$ cat src/rtl/nib_pkg.sv
package nib_pkg;
    localparam int DATA_W = 4;
    localparam int NREG   = 4;

    localparam logic [2:0] OP_ADD = 3'b000;
    localparam logic [2:0] OP_SUB = 3'b001;
    localparam logic [2:0] OP_AND = 3'b010;
    localparam logic [2:0] OP_OR  = 3'b011;
    localparam logic [2:0] OP_XOR = 3'b100;

    typedef enum logic {ST_IDLE, ST_WB} phase_t;

    typedef struct packed {
        logic [DATA_W-1:0] sum;
        logic [1:0]        dst;
        logic [1:0]        amt;
        logic              dir;
    } wb_req_t;

    function automatic logic is_logic_op(input logic [2:0] code);
        return !(code == OP_ADD || code == OP_SUB);
    endfunction
endpackage

$ cat src/rtl/nib_regfile.sv
module nib_regfile #(
    parameter int W = 4,
    parameter int N = 4,
    localparam int AW = $clog2(N)
) (
    input  logic          clk,
    input  logic          rst,
    input  logic          hw_en,
    input  logic [AW-1:0] hw_idx,
    input  logic [W-1:0]  hw_val,
    input  logic          dw_en,
    input  logic [AW-1:0] dw_idx,
    input  logic [W-1:0]  dw_val,
    input  logic [AW-1:0] ra_idx,
    input  logic [AW-1:0] rb_idx,
    input  logic [AW-1:0] rh_idx,
    output logic [W-1:0]  ra_val,
    output logic [W-1:0]  rb_val,
    output logic [W-1:0]  rh_val
);
    logic [W-1:0] cells [N];

    for (genvar g = 0; g < N; g++) begin : g_cell
        always_ff @(posedge clk) begin
            if (rst)
                cells[g] <= '0;
            else if (dw_en && dw_idx == AW'(g))
                cells[g] <= dw_val;  // datapath write-back has priority
            else if (hw_en && hw_idx == AW'(g))
                cells[g] <= hw_val;
        end
    end

    assign ra_val = cells[ra_idx];
    assign rb_val = cells[rb_idx];
    assign rh_val = cells[rh_idx];
endmodule

$ cat src/rtl/nib_alu.sv
module nib_alu
    import nib_pkg::*;
#(
    parameter int W = 4
) (
    input  logic [W-1:0] a,
    input  logic [W-1:0] b,
    input  logic [2:0]   op,
    output logic [W-1:0] res,
    output logic         cout
);
    logic [W-1:0] bb, gen, prop, sum;
    logic         carry_end;

    always_comb begin
        logic sub, kill, c;
        sub  = (op == OP_SUB);
        kill = is_logic_op(op);
        bb   = sub ? ~b : b;
        gen  = a & bb;
        prop = a ^ bb;
        c    = sub;
        for (int i = 0; i < W; i++) begin
            sum[i] = prop[i] ^ c;
            c = kill ? 1'b0 : (gen[i] | (prop[i] & c));
        end
        carry_end = c;
    end

    always_comb begin
        cout = 1'b0;
        case (op)
            OP_ADD, OP_SUB: begin res = sum; cout = carry_end; end
            OP_AND:         res = gen;
            OP_OR:          res = gen | prop;
            OP_XOR:         res = sum;
            default:        res = a;
        endcase
    end
endmodule

$ cat src/rtl/nib_shifter.sv
module nib_shifter #(
    parameter int W = 4,
    localparam int NAMT = W,
    localparam int SW = $clog2(W)
) (
    input  logic [W-1:0]  din,
    input  logic [SW-1:0] amt,
    input  logic          dir,
    output logic [W-1:0]  dout
);
    logic [W-1:0] grp [NAMT];

    for (genvar k = 0; k < NAMT; k++) begin : g_amt
        for (genvar i = 0; i < W; i++) begin : g_bit
            logic l_bit, r_bit;
            if (i >= k) begin : g_l
                assign l_bit = din[i-k];
            end else begin : g_lz
                assign l_bit = 1'b0;
            end
            if (i + k < W) begin : g_r
                assign r_bit = din[i+k];
            end else begin : g_rz
                assign r_bit = 1'b0;
            end
            assign grp[k][i] = dir ? r_bit : l_bit;
        end
    end

    assign dout = grp[amt];

    always_comb begin
        if (amt == '0)
            p_zero_shift_r6: assert (dout == din);
        if (amt != '0 && !dir)
            p_left_fill_r6: assert (dout[0] == 1'b0);
        if (amt != '0 && dir)
            p_right_fill_r6: assert (dout[W-1] == 1'b0);
    end
endmodule

$ cat src/rtl/nib_datapath.sv
module nib_datapath
    import nib_pkg::*;
#(
    parameter int W = DATA_W,
    parameter int N = NREG,
    localparam int AW = $clog2(N),
    localparam int SW = $clog2(W)
) (
    input  logic          clk,
    input  logic          rst,
    input  logic          host_we,
    input  logic [AW-1:0] host_addr,
    input  logic [W-1:0]  host_wdata,
    output logic [W-1:0]  host_rdata,
    input  logic          start,
    input  logic [AW-1:0] sel_a,
    input  logic [AW-1:0] sel_b,
    input  logic [AW-1:0] sel_w,
    input  logic [2:0]    op,
    input  logic [SW-1:0] shamt,
    input  logic          shdir,
    output logic          busy,
    output logic          done,
    output logic          carry_flag,
    output logic          zero_flag
);
    phase_t       phase;
    logic [W-1:0] bus_a, bus_b, alu_s, shift_bus;
    logic         alu_c, accept;
    logic [W-1:0] s_hold;
    logic [AW-1:0] dst_hold;
    logic [SW-1:0] amt_hold;
    logic          dir_hold;

    assign accept = start && (phase == ST_IDLE);
    assign busy   = (phase == ST_WB);

    nib_regfile #(.W(W), .N(N)) i_rf (
        .clk(clk), .rst(rst),
        .hw_en(host_we), .hw_idx(host_addr), .hw_val(host_wdata),
        .dw_en(busy), .dw_idx(dst_hold), .dw_val(shift_bus),
        .ra_idx(sel_a), .rb_idx(sel_b), .rh_idx(host_addr),
        .ra_val(bus_a), .rb_val(bus_b), .rh_val(host_rdata)
    );

    nib_alu #(.W(W)) i_alu (
        .a(bus_a), .b(bus_b), .op(op), .res(alu_s), .cout(alu_c)
    );

    nib_shifter #(.W(W)) i_sh (
        .din(s_hold), .amt(amt_hold), .dir(dir_hold), .dout(shift_bus)
    );

    always_ff @(posedge clk) begin
        if (rst) begin
            phase      <= ST_IDLE;
            done       <= 1'b0;
            carry_flag <= 1'b0;
            zero_flag  <= 1'b0;
            s_hold     <= '0;
            dst_hold   <= '0;
            amt_hold   <= '0;
            dir_hold   <= 1'b0;
        end else begin
            done <= busy;
            if (accept) begin
                phase      <= ST_WB;
                s_hold     <= alu_s;
                dst_hold   <= sel_w;
                amt_hold   <= shamt;
                dir_hold   <= shdir;
                carry_flag <= alu_c;
                zero_flag  <= (alu_s == '0);
            end else if (busy) begin
                phase <= ST_IDLE;
            end
        end
    end

    p_busy_after_start_r2: assert property (@(posedge clk) disable iff (rst)
        (start && !busy) |=> (busy && !done));
    p_done_single_r2: assert property (@(posedge clk) disable iff (rst)
        done |=> !done);
    p_done_follows_busy_r8: assert property (@(posedge clk) disable iff (rst)
        busy |=> (done && !busy));
    p_flags_hold_r7: assert property (@(posedge clk) disable iff (rst)
        !(start && !busy) |=> ($stable(carry_flag) && $stable(zero_flag)));
    p_logic_no_carry_r5: assert property (@(posedge clk) disable iff (rst)
        (start && !busy && op != 3'b000 && op != 3'b001) |=> !carry_flag);
endmodule

$ cat config.mk
export PLATFORM = sky130hd
export DESIGN_NAME = nib_datapath
export DESIGN_NICKNAME = d
export VERILOG_FILES = /design/src/rtl/nib_pkg.sv /design/src/rtl/nib_regfile.sv /design/src/rtl/nib_alu.sv /design/src/rtl/nib_shifter.sv /design/src/rtl/nib_datapath.sv
export SDC_FILE = /design/constraint.sdc
export NUM_CORES = 1
export LEC_CHECK = 0
export BUFFER_PORTS_ARGS = -buffer_cell sky130_fd_sc_hd__clkbuf_2
export CELL_PAD_IN_SITES_DETAIL_PLACEMENT = 0
export CELL_PAD_IN_SITES_GLOBAL_PLACEMENT = 1
export CORE_MARGIN = 10
export CORE_UTILIZATION = 49
export DETAILED_ROUTE_END_ITERATION = 16
export PLACE_DENSITY_LB_ADDON = 0.1
export RECOVER_POWER = 50
export SKIP_LAST_GASP = 1
export SLEW_MARGIN = 20
export SYNTH_ARGS = -nofsm -noshare
export SYNTH_HDL_FRONTEND = slang
export SYNTH_HIERARCHICAL = 1
export SYNTH_SLANG_ARGS = --single-unit
$ cat constraint.sdc
create_clock -name clk -period 6.4 [get_ports clk]
set_input_delay 0 -clock clk [delete_from_list [all_inputs] [get_ports clk]]
set_output_delay 0 -clock clk [all_outputs]
set_load 0.05 [all_outputs]
==> implementation parameters <==
Parameter                              Value

Critical path
  Crit-path leading delay family ... adder cells
  CP peak stage delay ... between 500 and 600 ps
  Worst R2R End ... zero_flag
  Worst endpoint data arrival time ... 3580 ps
  Combined buffer and inverter count along the critical path ... 0
  Highest fanout seen on the critical path ... 4
  Register-to-register path setup slack ... 3030 ps
  Cells along the critical path ... mux4_2, nand2b_1, a21boi_0, fa_1, nand2_1, fa_1, nor3_1, fa_1, a21oi_1, a21oi_1, nor4_1, nand2_1, a21oi_1
  Launching instance or port of the critical path ... i_rf/cells[3][0]
  Startpoint kind of the worst setup timing path ... flip-flop
  Depth of the worst register-to-register path ... 13
  Highest-delay cell along the critical path ... mux4_2
  CP Capture Type ... flip-flop
  Kind of critical path ... reg -> reg
  Data required time at the worst endpoint ... about 6600 ps
  Start of the worst register-to-register path ... i_rf/cells[3][0]

Pwr
  Power share of the clock group ... 29.0%
  Power density normalized to cell area ... 199 nW/um^2
  Switching share of power ... 30.8%
  Total leakage power ... around 0.89 nW
  Maximum VDD drop ... ~0.12 mV
  Proportion of power drawn by flip-flops and latches ... 46.1%
  Net switching power figure ... 0.148 mW
  Internal power ... 0.331 mW
  Relative contribution of combinational cells to total power ... 24.9%

Detailed routing
  Via count normalized by instance count ... 6.11
  Detail-routed net length per standard cell ... 17.6 um
  Wire length reported by the detailed router ... 4900 um
  Antenna viol nets, final ... 0
  Total via count after detailed routing ... 1705
  DRC violations left ... 0
  Number of violations reported at the end of detailed-routing iteration 0 ... 79
  Detailed Routing Iterations Pass 1 ... 4

Clocking
  TritonCTS clock tree ... yes
  Maximum root-to-sink buffer count ... 2
  Setup bufs post-CTS ... 0
  Clock latency at the later pin of the worst-skew pair ... 280 ps
  Count of clock tree sinks ... 29
  Number of buffers added by the clock tree synthesis step ... 5
  Post-CTS clock slew at the launch and capture registers of the worst setup and hold paths ... 60 ps
  Buffer cell driving the clock tree root ... clkbuf_8
  Post-cts hold buffer count ... 5
  Post-cts gate resize count ... 0
  Htree depth ... 2

Floorplan
  Cell Rows ... 24
  I/O pins ... 30
  Die W ... 87 um
  Height of the die ... 87 um
  Core ar. ... 4350 um^2
  Die area ... 7570 um^2
  Starting density of the core ... 50.5%

Place
  Final weighted congestion in routability-driven placement ... between 0.8 and 0.9
  HPWL after DPL ... 3880 um
  Number of I/O port buffers ... 29

Finish
  Fin nets ... 258
  Fillcell total ... between 300 and 400
  Fraction of final layout cells sized beyond drive strength 1 ... 22.5%
  Layout-stage area growth over the synthesis result ... 9.56%
  Antenna diode count ... 0

STA
  Setup_tns ... 0 ps
  Least-Margin Pin Slew ... 616 ps
  Unrepaired setup endpoints after global routing ... false
  Fin. max-slew vios ... 0
  Slew headroom ... 59.1%
  Post-route worst hold slack ... 69.1 ps
  F_max ... 0.296 GHz
  Final worst path period need ... 3370 ps
  Ratio of final minimum period to clock period ... 52.7%
  Setup violation total in the final timing report ... 0
  Worst clock skew ... 7.03 ps
  Number of failing hold endpoints at the final stage ... 0

Logic synthesis
  Most common flop cell mapped by yosys ... edfxtp_1
  Synth cell count leaders ... nand2_1, a21oi_1, a22o_1, edfxtp_1, dfxtp_1
  Area share of the largest cell type after synthesis ... 21.8%
  Most frequent cell after synthesis ... nand2_1
  Number of distinct library cells after synthesis ... 49
  Top cells by area in the synthesized netlist ... edfxtp_1, mux4_2, dfxtp_1
  Avg Inst Size Synth ... between 10 and 15 um^2
  Synthesized instance count ... 200
  Syn nets ... 231
  Cell area after synthesis ... around 2200 um^2
  Seq/Total Area, Yosys ... 33.7%
  Share of synthesized registers carrying an async set or reset ... 0%
  Total of flip-flops plus latches after synthesis ... 29
  EDFF count, synth ... 16
  Warnings from Yosys ... 6
  Cell type contributing the most total cell area after synthesis ... edfxtp_1

Global routing
  Largest net degree at the start of global routing ... 24
  Overall fraction of global-route tracks in use ... a little over an eighth
  Number of global-route vias before repair ... 1657
  Global-route congestion overflow total ... 0
  Antenna violations before repair ... 0
  First-pass GRT wire length ... 8090 um

Worst hold path
  Hold Crit Class ... in -> reg
  Worst-case hold path end point ... i_rf/cells[2][1]
  Hold Startpoint ... host_wdata[1]
  Cell depth of the worst min-delay path ... 2

Outcome
  Result of the run ... finished, final reports clean

Run
  Count of max-cap constraint violations ... 0
==> stage by stage <==
step	cells	setup slack, ps	util (%)	cell area (um^2)	power [mW]
after floorplan	200	3240	-	2200	0.314
after global placement	267	3080	52.7	2300	0.339
after detailed placement	267	3030	52.7	2300	0.343
after CTS	279	3020	55.6	2420	0.484
after global routing	279	2720	55.3	2410	0.508
final	279	3030	55.3	2410	0.478
==> worst register-to-register path, cell delays in order, from the launching register on <==
cell and delay (ps):
edfxtp_1 390, mux4_2 520, nand2b_1 160, a21boi_0 220, fa_1 200, nand2_1 70
fa_1 360, nor3_1 190, fa_1 460, a21oi_1 150, a21oi_1 90, nor4_1 260
nand2_1 80, a21oi_1 140
==> cells in the final DEF (no fill, tap or decap), types with 6 or more instances in the layout <==
master,count
edfxtp_1,16
a21oi_1,18
a22o_1,16
ha_1,6
inv_1,8
nand2_1,29
dfxtp_1,13
mux4_2,12
clkbuf_1,9
nand2b_1,6
clkbuf_2,21
==> final cells by class <==
type,instances,area (um^2),share of cell area (%)
clock buffer,6,72.6,3.01
clock inverter,1,3.75,0.156
timing repair buffer,34,185,7.68
multi-input combinational,148,1310,54.3
inverter,9,33.8,1.40
tap,52,65.1,2.70
sequential,29,741,30.7
==> kinds of logic (layout without fill, tap and decap cells) <==
group	after synthesis	after routing	share of synthesized area, %
AO/OA/AOI/OAI	53	53	17.2
XOR/XNOR	6	6	3.41
adder cells (fa/ha/maj)	9	9	6.14
buffers and inverters	23	50	6.71
flip-flops	29	29	33.7
multiplexers	16	16	14.1
AND/OR/NAND/NOR	64	64	18.8
==> how the worst max path moves through the flow <==
stage	cells after the start	slack, ps	to
5_1_grt	13	2720	zero_flag
2_1_floorplan	13	3240	zero_flag
3_3_place_gp	13	3080	zero_flag
4_1_cts	13	3020	zero_flag
6_report	13	3030	zero_flag
3_5_place_dp	13	3030	zero_flag
==> registers in the layout, summed over array words and instances, names as in the netlist, 2 cells and up <==
register    flops
amt_hold        2
dst_hold        2
i_rf/cells     16
s_hold          4
==> power groups by stage <==
stage	Clock, mW	Combinational (mW)	Sequential (mW)
2_1_floorplan	0	0.0917	0.222
3_3_place_gp	0	0.116	0.223
3_5_place_dp	0	0.118	0.225
4_1_cts	0.143	0.121	0.221
5_1_grt	0.154	0.132	0.223
6_report	0.139	0.119	0.221
==> routing by layer <==
metal  global-route usage (%)  share of wire, %  vias up
met2                     22.3                50       57
met1                     16.1                43      831
met4                     5.89               1.5        0
li1                         -                 -      809
met3                     3.46               5.6        8
met5                        0                 0        -
Power figures use the tool's default switching activity.
